--- src/rtl/pw_pkg.sv ---
package pw_pkg;

    typedef enum logic {
        ST_IDLE = 1'b0,
        ST_RUN  = 1'b1
    } run_state_e;

endpackage

--- src/rtl/sync_chain.sv ---
module sync_chain #(
    parameter int   STAGES    = 2,
    parameter logic RESET_VAL = 1'b0
) (
    input  logic clk,
    input  logic rst_n,
    input  logic din,
    output logic dout
);
    logic [STAGES-1:0] stage_q;
    logic [STAGES-1:0] stage_d;

    always_comb begin
        stage_d = {stage_q[STAGES-2:0], din};
    end

    always_ff @(posedge clk or negedge rst_n) begin
        if (!rst_n) stage_q <= {STAGES{RESET_VAL}};
        else        stage_q <= stage_d;
    end

    assign dout = stage_q[STAGES-1];
endmodule

--- src/rtl/tap_combiner.sv ---
module tap_combiner #(
    parameter int N_TAPS = 4
) (
    input  logic              clk,
    input  logic              rst_n,
    input  logic [N_TAPS-1:0] taps,
    output logic              mixed
);
    logic [N_TAPS-1:0] tap_q;
    logic [N_TAPS-1:0] tap_d;

    // one capture flop per oscillator tap
    genvar g;
    generate
        for (g = 0; g < N_TAPS; g++) begin : g_tap
            always_comb tap_d[g] = taps[g];
            always_ff @(posedge clk or negedge rst_n) begin
                if (!rst_n) tap_q[g] <= 1'b0;
                else        tap_q[g] <= tap_d[g];
            end
        end
    endgenerate

    assign mixed = ^tap_q;
endmodule

--- src/rtl/interval_timer.sv ---
module interval_timer #(
    parameter int INTERVAL = 1250000
) (
    input  logic clk,
    input  logic rst_n,
    input  logic run,
    output logic tick
);
    localparam int CNT_W = $clog2(INTERVAL + 1);
    localparam logic [CNT_W-1:0] LAST = CNT_W'(INTERVAL - 1);

    logic [CNT_W-1:0] cnt_q;
    logic [CNT_W-1:0] cnt_d;

    always_comb begin
        tick  = run && (cnt_q == LAST);
        cnt_d = '0;
        if (run && !tick) cnt_d = cnt_q + 1'b1;
    end

    always_ff @(posedge clk or negedge rst_n) begin
        if (!rst_n) cnt_q <= '0;
        else        cnt_q <= cnt_d;
    end

    AST_TICK_GAP: assert property (@(posedge clk) disable iff (!rst_n)
        tick |=> !tick);
endmodule

--- src/rtl/pw_assembler.sv ---
module pw_assembler
    import pw_pkg::*;
#(
    parameter int CHAR_BITS = 8,
    parameter int NUM_CHARS = 8
) (
    input  logic                          clk,
    input  logic                          rst_n,
    input  logic                          start,
    input  logic                          tick,
    input  logic                          bit_in,
    output logic                          running,
    output logic [CHAR_BITS*NUM_CHARS-1:0] pw,
    output logic                          valid
);
    localparam int PW_W  = CHAR_BITS * NUM_CHARS;
    localparam int BIT_W = (CHAR_BITS > 1) ? $clog2(CHAR_BITS) : 1;
    localparam int CHR_W = (NUM_CHARS > 1) ? $clog2(NUM_CHARS) : 1;
    localparam logic [BIT_W-1:0] BIT_LAST = BIT_W'(CHAR_BITS - 1);
    localparam logic [CHR_W-1:0] CHR_LAST = CHR_W'(NUM_CHARS - 1);

    typedef struct packed {
        run_state_e           state;
        logic [BIT_W-1:0]     bit_idx;
        logic [CHR_W-1:0]     chr_idx;
        logic [CHAR_BITS-1:0] chr;
        logic [PW_W-1:0]      pw;
        logic                 valid;
    } asm_t;

    asm_t s_q, s_d;
    logic [CHAR_BITS-1:0] chr_next;

    always_comb begin
        s_d      = s_q;
        s_d.valid = 1'b0;
        chr_next = {s_q.chr[CHAR_BITS-2:0], bit_in};
        case (s_q.state)
            ST_IDLE: begin
                if (start) begin
                    s_d.state   = ST_RUN;
                    s_d.bit_idx = '0;
                    s_d.chr_idx = '0;
                    s_d.chr     = '0;
                end
            end
            ST_RUN: begin
                if (tick) begin
                    s_d.chr     = chr_next;
                    s_d.bit_idx = s_q.bit_idx + 1'b1;
                    if (s_q.bit_idx == BIT_LAST) begin
                        s_d.bit_idx = '0;
                        s_d.pw[int'(s_q.chr_idx)*CHAR_BITS +: CHAR_BITS] = chr_next;
                        s_d.chr_idx = s_q.chr_idx + 1'b1;
                        if (s_q.chr_idx == CHR_LAST) begin
                            s_d.state   = ST_IDLE;
                            s_d.chr_idx = '0;
                            s_d.valid   = 1'b1;
                        end
                    end
                end
            end
            default: s_d.state = ST_IDLE;
        endcase
    end

    always_ff @(posedge clk or negedge rst_n) begin
        if (!rst_n) begin
            s_q.state   <= ST_IDLE;
            s_q.bit_idx <= '0;
            s_q.chr_idx <= '0;
            s_q.chr     <= '0;
            s_q.pw      <= '0;
            s_q.valid   <= 1'b0;
        end else begin
            s_q <= s_d;
        end
    end

    assign running = (s_q.state == ST_RUN);
    assign pw      = s_q.pw;
    assign valid   = s_q.valid;

    AST_VALID_PULSE: assert property (@(posedge clk) disable iff (!rst_n)
        s_q.valid |=> !s_q.valid);
    AST_VALID_FROM_RUN: assert property (@(posedge clk) disable iff (!rst_n)
        $rose(s_q.valid) |-> (s_q.state == ST_IDLE && $past(s_q.state == ST_RUN)));
    AST_PRESS_IGNORED: assert property (@(posedge clk) disable iff (!rst_n)
        (s_q.state == ST_RUN && start && !tick) |=> (s_q.state == ST_RUN));
    AST_TICK_IN_RUN: assert property (@(posedge clk) disable iff (!rst_n)
        tick |-> (s_q.state == ST_RUN));
    AST_IDLE_HOLDS: assert property (@(posedge clk) disable iff (!rst_n)
        (s_q.state == ST_IDLE) |=> $stable(s_q.pw));
endmodule

--- src/rtl/entropy_pw_collector.sv ---
module entropy_pw_collector #(
    parameter int N_TAPS          = 4,
    parameter int INTERVAL_CYCLES = 1250000,
    parameter int CHAR_BITS       = 8,
    parameter int NUM_CHARS       = 8
) (
    input  logic                           clk,
    input  logic                           rst_n,
    input  logic                           btn_n,
    input  logic [N_TAPS-1:0]              osc_taps,
    output logic [CHAR_BITS*NUM_CHARS-1:0] password,
    output logic                           password_valid
);
    logic mixed_bit;
    logic sample_bit;
    logic btn_sync;
    logic btn_prev_q;
    logic btn_prev_d;
    logic btn_fall;
    logic running;
    logic tick;

    tap_combiner #(.N_TAPS(N_TAPS)) u_mix (
        .clk(clk), .rst_n(rst_n), .taps(osc_taps), .mixed(mixed_bit)
    );

    sync_chain #(.STAGES(2), .RESET_VAL(1'b0)) u_bit_sync (
        .clk(clk), .rst_n(rst_n), .din(mixed_bit), .dout(sample_bit)
    );

    sync_chain #(.STAGES(2), .RESET_VAL(1'b1)) u_btn_sync (
        .clk(clk), .rst_n(rst_n), .din(btn_n), .dout(btn_sync)
    );

    always_comb begin
        btn_prev_d = btn_sync;
        btn_fall   = btn_prev_q && !btn_sync;
    end

    always_ff @(posedge clk or negedge rst_n) begin
        if (!rst_n) btn_prev_q <= 1'b1;
        else        btn_prev_q <= btn_prev_d;
    end

    interval_timer #(.INTERVAL(INTERVAL_CYCLES)) u_timer (
        .clk(clk), .rst_n(rst_n), .run(running), .tick(tick)
    );

    pw_assembler #(.CHAR_BITS(CHAR_BITS), .NUM_CHARS(NUM_CHARS)) u_asm (
        .clk(clk), .rst_n(rst_n), .start(btn_fall), .tick(tick),
        .bit_in(sample_bit), .running(running), .pw(password),
        .valid(password_valid)
    );

    AST_FALL_SINGLE: assert property (@(posedge clk) disable iff (!rst_n)
        btn_fall |=> !btn_fall);
endmodule

--- config.mk ---
export PLATFORM = sky130hd
export DESIGN_NAME = entropy_pw_collector
export DESIGN_NICKNAME = d
export VERILOG_FILES = /design/src/rtl/pw_pkg.sv /design/src/rtl/sync_chain.sv /design/src/rtl/tap_combiner.sv /design/src/rtl/interval_timer.sv /design/src/rtl/pw_assembler.sv /design/src/rtl/entropy_pw_collector.sv
export SDC_FILE = /design/constraint.sdc
export NUM_CORES = 1
export LEC_CHECK = 0
export BUFFER_PORTS_ARGS = -buffer_cell sky130_fd_sc_hd__buf_2
export CAP_MARGIN = 40
export CORE_MARGIN = 5
export CORE_UTILIZATION = 35
export DETAILED_ROUTE_END_ITERATION = 16
export PLACE_DENSITY = 0.52
export REMOVE_ABC_BUFFERS = 1
export SLEW_MARGIN = 30
export SYNTH_ARGS = -nofsm -noshare
export SYNTH_HDL_FRONTEND = slang
export SYNTH_SLANG_ARGS = --single-unit
--- constraint.sdc ---
create_clock -name clk -period 2.6 [get_ports clk]
set_input_delay 0.26 -clock clk [delete_from_list [all_inputs] [get_ports clk]]
set_output_delay 0.26 -clock clk [all_outputs]
set_load 0.02 [all_outputs]
# Yosys cells after proc, flatten, opt, wreduce, memory -nomap -nowiden
# Index checks and enable logic that the tools add are counted.
[word_totals] regBits=109 latch_bits=0 mem_bits_rw=0 romBits=0 out_inout_bits=65 elab_cells=47 mem_count=0
[classes] add_sub_neg=4 mul=0 div_mod_pow=0 order_cmp=0 eq_ne=6 shift=2 muxes=11 bitwise=1 reduce_logical=9
[op_table] operator="80-bit two-way mux" n=1
[op_table] operator="65-bit two-way mux" n=1
[op_table] operator="64-bit bitwise mux" n=1
[op_table] operator="8-bit by 33-bit variable shift with 64-bit output, first input constant" n=1
[op_table] operator="8-bit by 33-bit variable part select with 64-bit output" n=1
[op_table] operator="6-bit negation with 33-bit output" n=1
[op_table] operator="15-bit case mux with 2 select lines" n=1
[op_table] operator="21-bit by 1-bit adder with 21-bit output, second input constant" n=1
[op_table] operator="21-bit equality test, second input constant" n=1
[op_table] operator="21-bit two-way mux" n=1
[op_table] operator="15-bit two-way mux" n=1
[op_table] operator="7-bit two-way mux" n=1
[op_table] operator="3-bit by 1-bit adder with 3-bit output, second input constant" n=2
[op_table] operator="3-bit equality test, second input constant" n=2
[op_table] operator="2-bit != test, second input constant" n=3
[op_table] operator="3-bit AND reduction" n=2
[op_table] operator="4-bit XOR reduction" n=1
[op_table] operator="1-bit logical AND" n=3
[op_table] operator="1-bit two-way mux" n=3
[op_table] operator="3-bit two-way mux" n=1
[op_table] operator="1-bit zero test" n=2
[op_table] operator="2-bit AND reduction" n=1
[op_table] operator="1-bit inverter" n=1

# Longest topological paths before layout
[depth] ltp_word=6 mapped_depth=9 ltp_nobuf=7

# Modules after synthesis
# Synthesis repeated with hierarchy kept, for this count alone.
[unflattened] hier_cells=448 hier_area_um2=5306.3
[modules_own_cells] mod="pw_assembler" n_inst=1 cells_per_inst=322 area_each_um2=3921.3
[modules_own_cells] mod="interval_timer" n_inst=1 cells_per_inst=113 area_each_um2=1116.1
[modules_own_cells] mod="tap_combiner" n_inst=1 cells_per_inst=7 area_each_um2=126.4
[modules_own_cells] mod="sync_chain (u_btn_sync)" n_inst=1 cells_per_inst=2 area_each_um2=52.6
[modules_own_cells] mod="sync_chain (u_bit_sync)" n_inst=1 cells_per_inst=2 area_each_um2=50.0
[modules_own_cells] mod="entropy_pw_collector" n_inst=1 cells_per_inst=2 area_each_um2=40.0

# Worst setup path before layout
# No wires, ideal clock.
[synth_path] path_type="register -> register" from="register u_asm.s_q[73] (netlist bit)" to="register with a tool-made name" setup_ns=0.125 t_arrival_ns=2.583 required_time_ns=2.475 path_slack_ns=-0.108 stages_incl_launch_ff=8 period_less_slack_ns=2.708 cell_sequence="dfrtp_1 > inv_1 > ha_1 > ha_1 > inv_1 > or4_4 > nor4_4 > mux2_2"
[synth_lines] element="start: declaration" line_no="pw_assembler.sv:31" text="asm_t s_q, s_d;"

==> results.toml <==
[sta]
skew_ps = 12.32
setup_viol = 0
fin_crit_sh = 0.9604
worst_slack_ps = 102.8
whs_ps = 361.5
drv_slew = 0
final-hold-violation-count = 0
relSlewSlack = 0.6052
worst_slew_pin_slew_ps = 592.3
fin_crit_ps = 2497
setup_tns_ps = 0
fmax_ghz = 0.4005

[synthesis]
ys_ff_latch = 109
syn_inst = 527
synth_ff_type = "dfrtp_1"
synth_edf_count = 0
synthTopCellsByArea = "dfrtp_1 (47%), buf_4 (8.7%), mux2_2 (7.7%)"
syn_area_per_cell_um2 = 10.61
async_flop_share = 1.000
ys_seq_area_frac = 0.4887
synth_cell_types = 47
synth_most_common_cell = "dfrtp_1"
syn-cell-area_um2 = 5589
synth_common_cells = "dfrtp_1 (106), buf_4 (65), nand2_1 (46), mux2_2 (38), inv_1 (33)"
synth_top_area_cell = "dfrtp_1"
netlist.area_leader.share = 0.4746
ys_warn_count = 0

[finish]
layoutNonFillerInstCount = 771
syn_to_final_growth_pct = 12.11
post-route-util = 0.3973
final_area_um2 = 6266
seqCellArea_um2 = 2731
diodes = 0
final_layout_size_suffix_gt1_frac = 0.3009
nFillCells = 1584
multi_input_area_um2 = 2110
nNetsFinal = 565

[worst_setup_path]
endpoint_kind = "flip-flop"
cpMaxStageDelayCell = "or4_1"
slowest_delay_ps = 550
worstPathRequired_ps = 2840
critPathBufInv = 4
arrival_ps = 2740
crit_fanout = 8
start_kind = "flip-flop"
critical_path.top_delay_family = "simple AND/OR/NAND/NOR gates"
crit_chain = "inv_1 > ha_1 > ha_1 > inv_1 > or4_1 > buf_4 > nor4_4 > buf_6 > mux2_2"
crit_type = "reg -> reg"

[routing]
via_per_inst = 4.707
wire_per_inst_um = 15.86
drc = 0
dr.pass1.iters = 4
num_vias = 3629
first_iter_violations = 218
ant_nets = 0
wl_um = 12230

[power]
ir_drop_uv = 353.0
p_leak_nw = 3.114
power_mw = 3.773
power_density_nw_per_um2 = 602.1

[global_routing]
grt_pass1_wl_um = 20170
grt_max_degree = 47
first_global_vias = 3688
antenna_found_initial = 0
grt_overflow = 0
grtUsageTotal = 0.1401

[floorplan]
die_y_um = 136.4
coreArea_um2 = 15770
rows = 46
initial_core_util = 0.3544
die_w_um = 136.4
ios = 72
dieArea_um2 = 18600

[placed_design]
dpl.hpwl_um = 8380
post-place-ws_ps = 37.87
finalWeightedCongestion = 0.7576
dp.cells = 748
placed_cell_area_um2 = 5819
port_buffers = 71

[status]
status = "finished clean"

[clock_network]
h-tree-depth = 3
clk_latency_ps = 350
clk_path_buf_depth = 2
root_buffer = "clkbuf_16"
clkSinkCount = 109
clkTransAtPathRegs_ps = 70
numCtsBuffers = 9
cts_tree = "built"

[run]
cap_viol_max_count = 0

[worst_hold_path]
hold_path_class = "reg -> reg"
worst reg2reg max path, stage by stage (launching register included):
cell	delay [ps]
dfrtp_1	350
inv_1	50
ha_1	210
ha_1	290
inv_1	60
or4_1	550
buf_4	160
nor4_4	170
buf_6	190
mux2_2	350
power by group:
part | leakage [nW] | internal, mW | switching [mW]
Sequential | 1.48 | 1.76 | 0.0827
Combinational | 1.45 | 0.0993 | 0.135
Clock | 0.180 | 1.07 | 0.625
Total | 3.11 | 2.93 | 0.842
area by class of cell:
type                    count  share of cell area
clock buffers              11             0.03874
clock inverters             5             0.02057
inverters                  33             0.01977
multi-input cells         290              0.3367
flip-flops and latches    109              0.4359
well taps                 216             0.04313
repair buffers            107              0.1052
kinds of logic (layout without fill, tap and decap cells):
| logic type | count (synthesis) | after routing | synth area share |
|---|---|---|---|
| simple gates | 171 | 171 | 0.1746 |
| fa+ha+maj | 8 | 8 | 0.01791 |
| mux | 64 | 64 | 0.1231 |
| buf+inv | 128 | 156 | 0.1357 |
| flops | 109 | 109 | 0.4887 |
| xor+xnor | 17 | 17 | 0.02664 |
| compound gates | 30 | 30 | 0.03336 |
per-layer routing:
layer / track usage / part of all wire / vias up
met5: 0 / 0 / -
li1: - / - / 1778
met1: 0.1856 / 0.46 / 1791
met3: 0.02591 / 0.035 / 10
met4: 0.05711 / 0.018 / 0
met2: 0.2265 / 0.49 / 50
cells in the final DEF, fill, tap and decap left out, drive strengths merged, types with 11 or more instances in the layout:
cell type / netlist / final
and3: 14 / 14
buf: 71 / 101
clkbuf: 24 / 11
dfrtp: 106 / 106
inv: 33 / 34
mux2: 38 / 38
mux2i: 26 / 26
nand2: 46 / 46
nand3: 15 / 15
nand4: 22 / 22
nor2: 23 / 23
xor2: 14 / 14
worst paths after layout:
kind	slack (ps)	end	startpoint	cells after the start
max in group asynchronous	1410	async pin	rst_n	3
max reg2reg	100	flip-flop	u_asm.s_q[73]	9
min in group asynchronous	460	u_mix.tap_q[1]	rst_n	2
min reg2reg	360	u_btn_sync.stage_q[1]	u_btn_sync.stage_q[0]	0
min	360	u_btn_sync.stage_q[1]	u_btn_sync.stage_q[0]	0
max	100	flip-flop	u_asm.s_q[73]	9
what timing repair did:
item | CTS | global route
gates resized for setup | 0 | 2
setup endpoints to repair | 0 | 22
hold buffers | 6 | 0
buffers inserted | 0 | 1
hold endpoints to repair | 44 | 0
(Power assumes the default switching activity.)
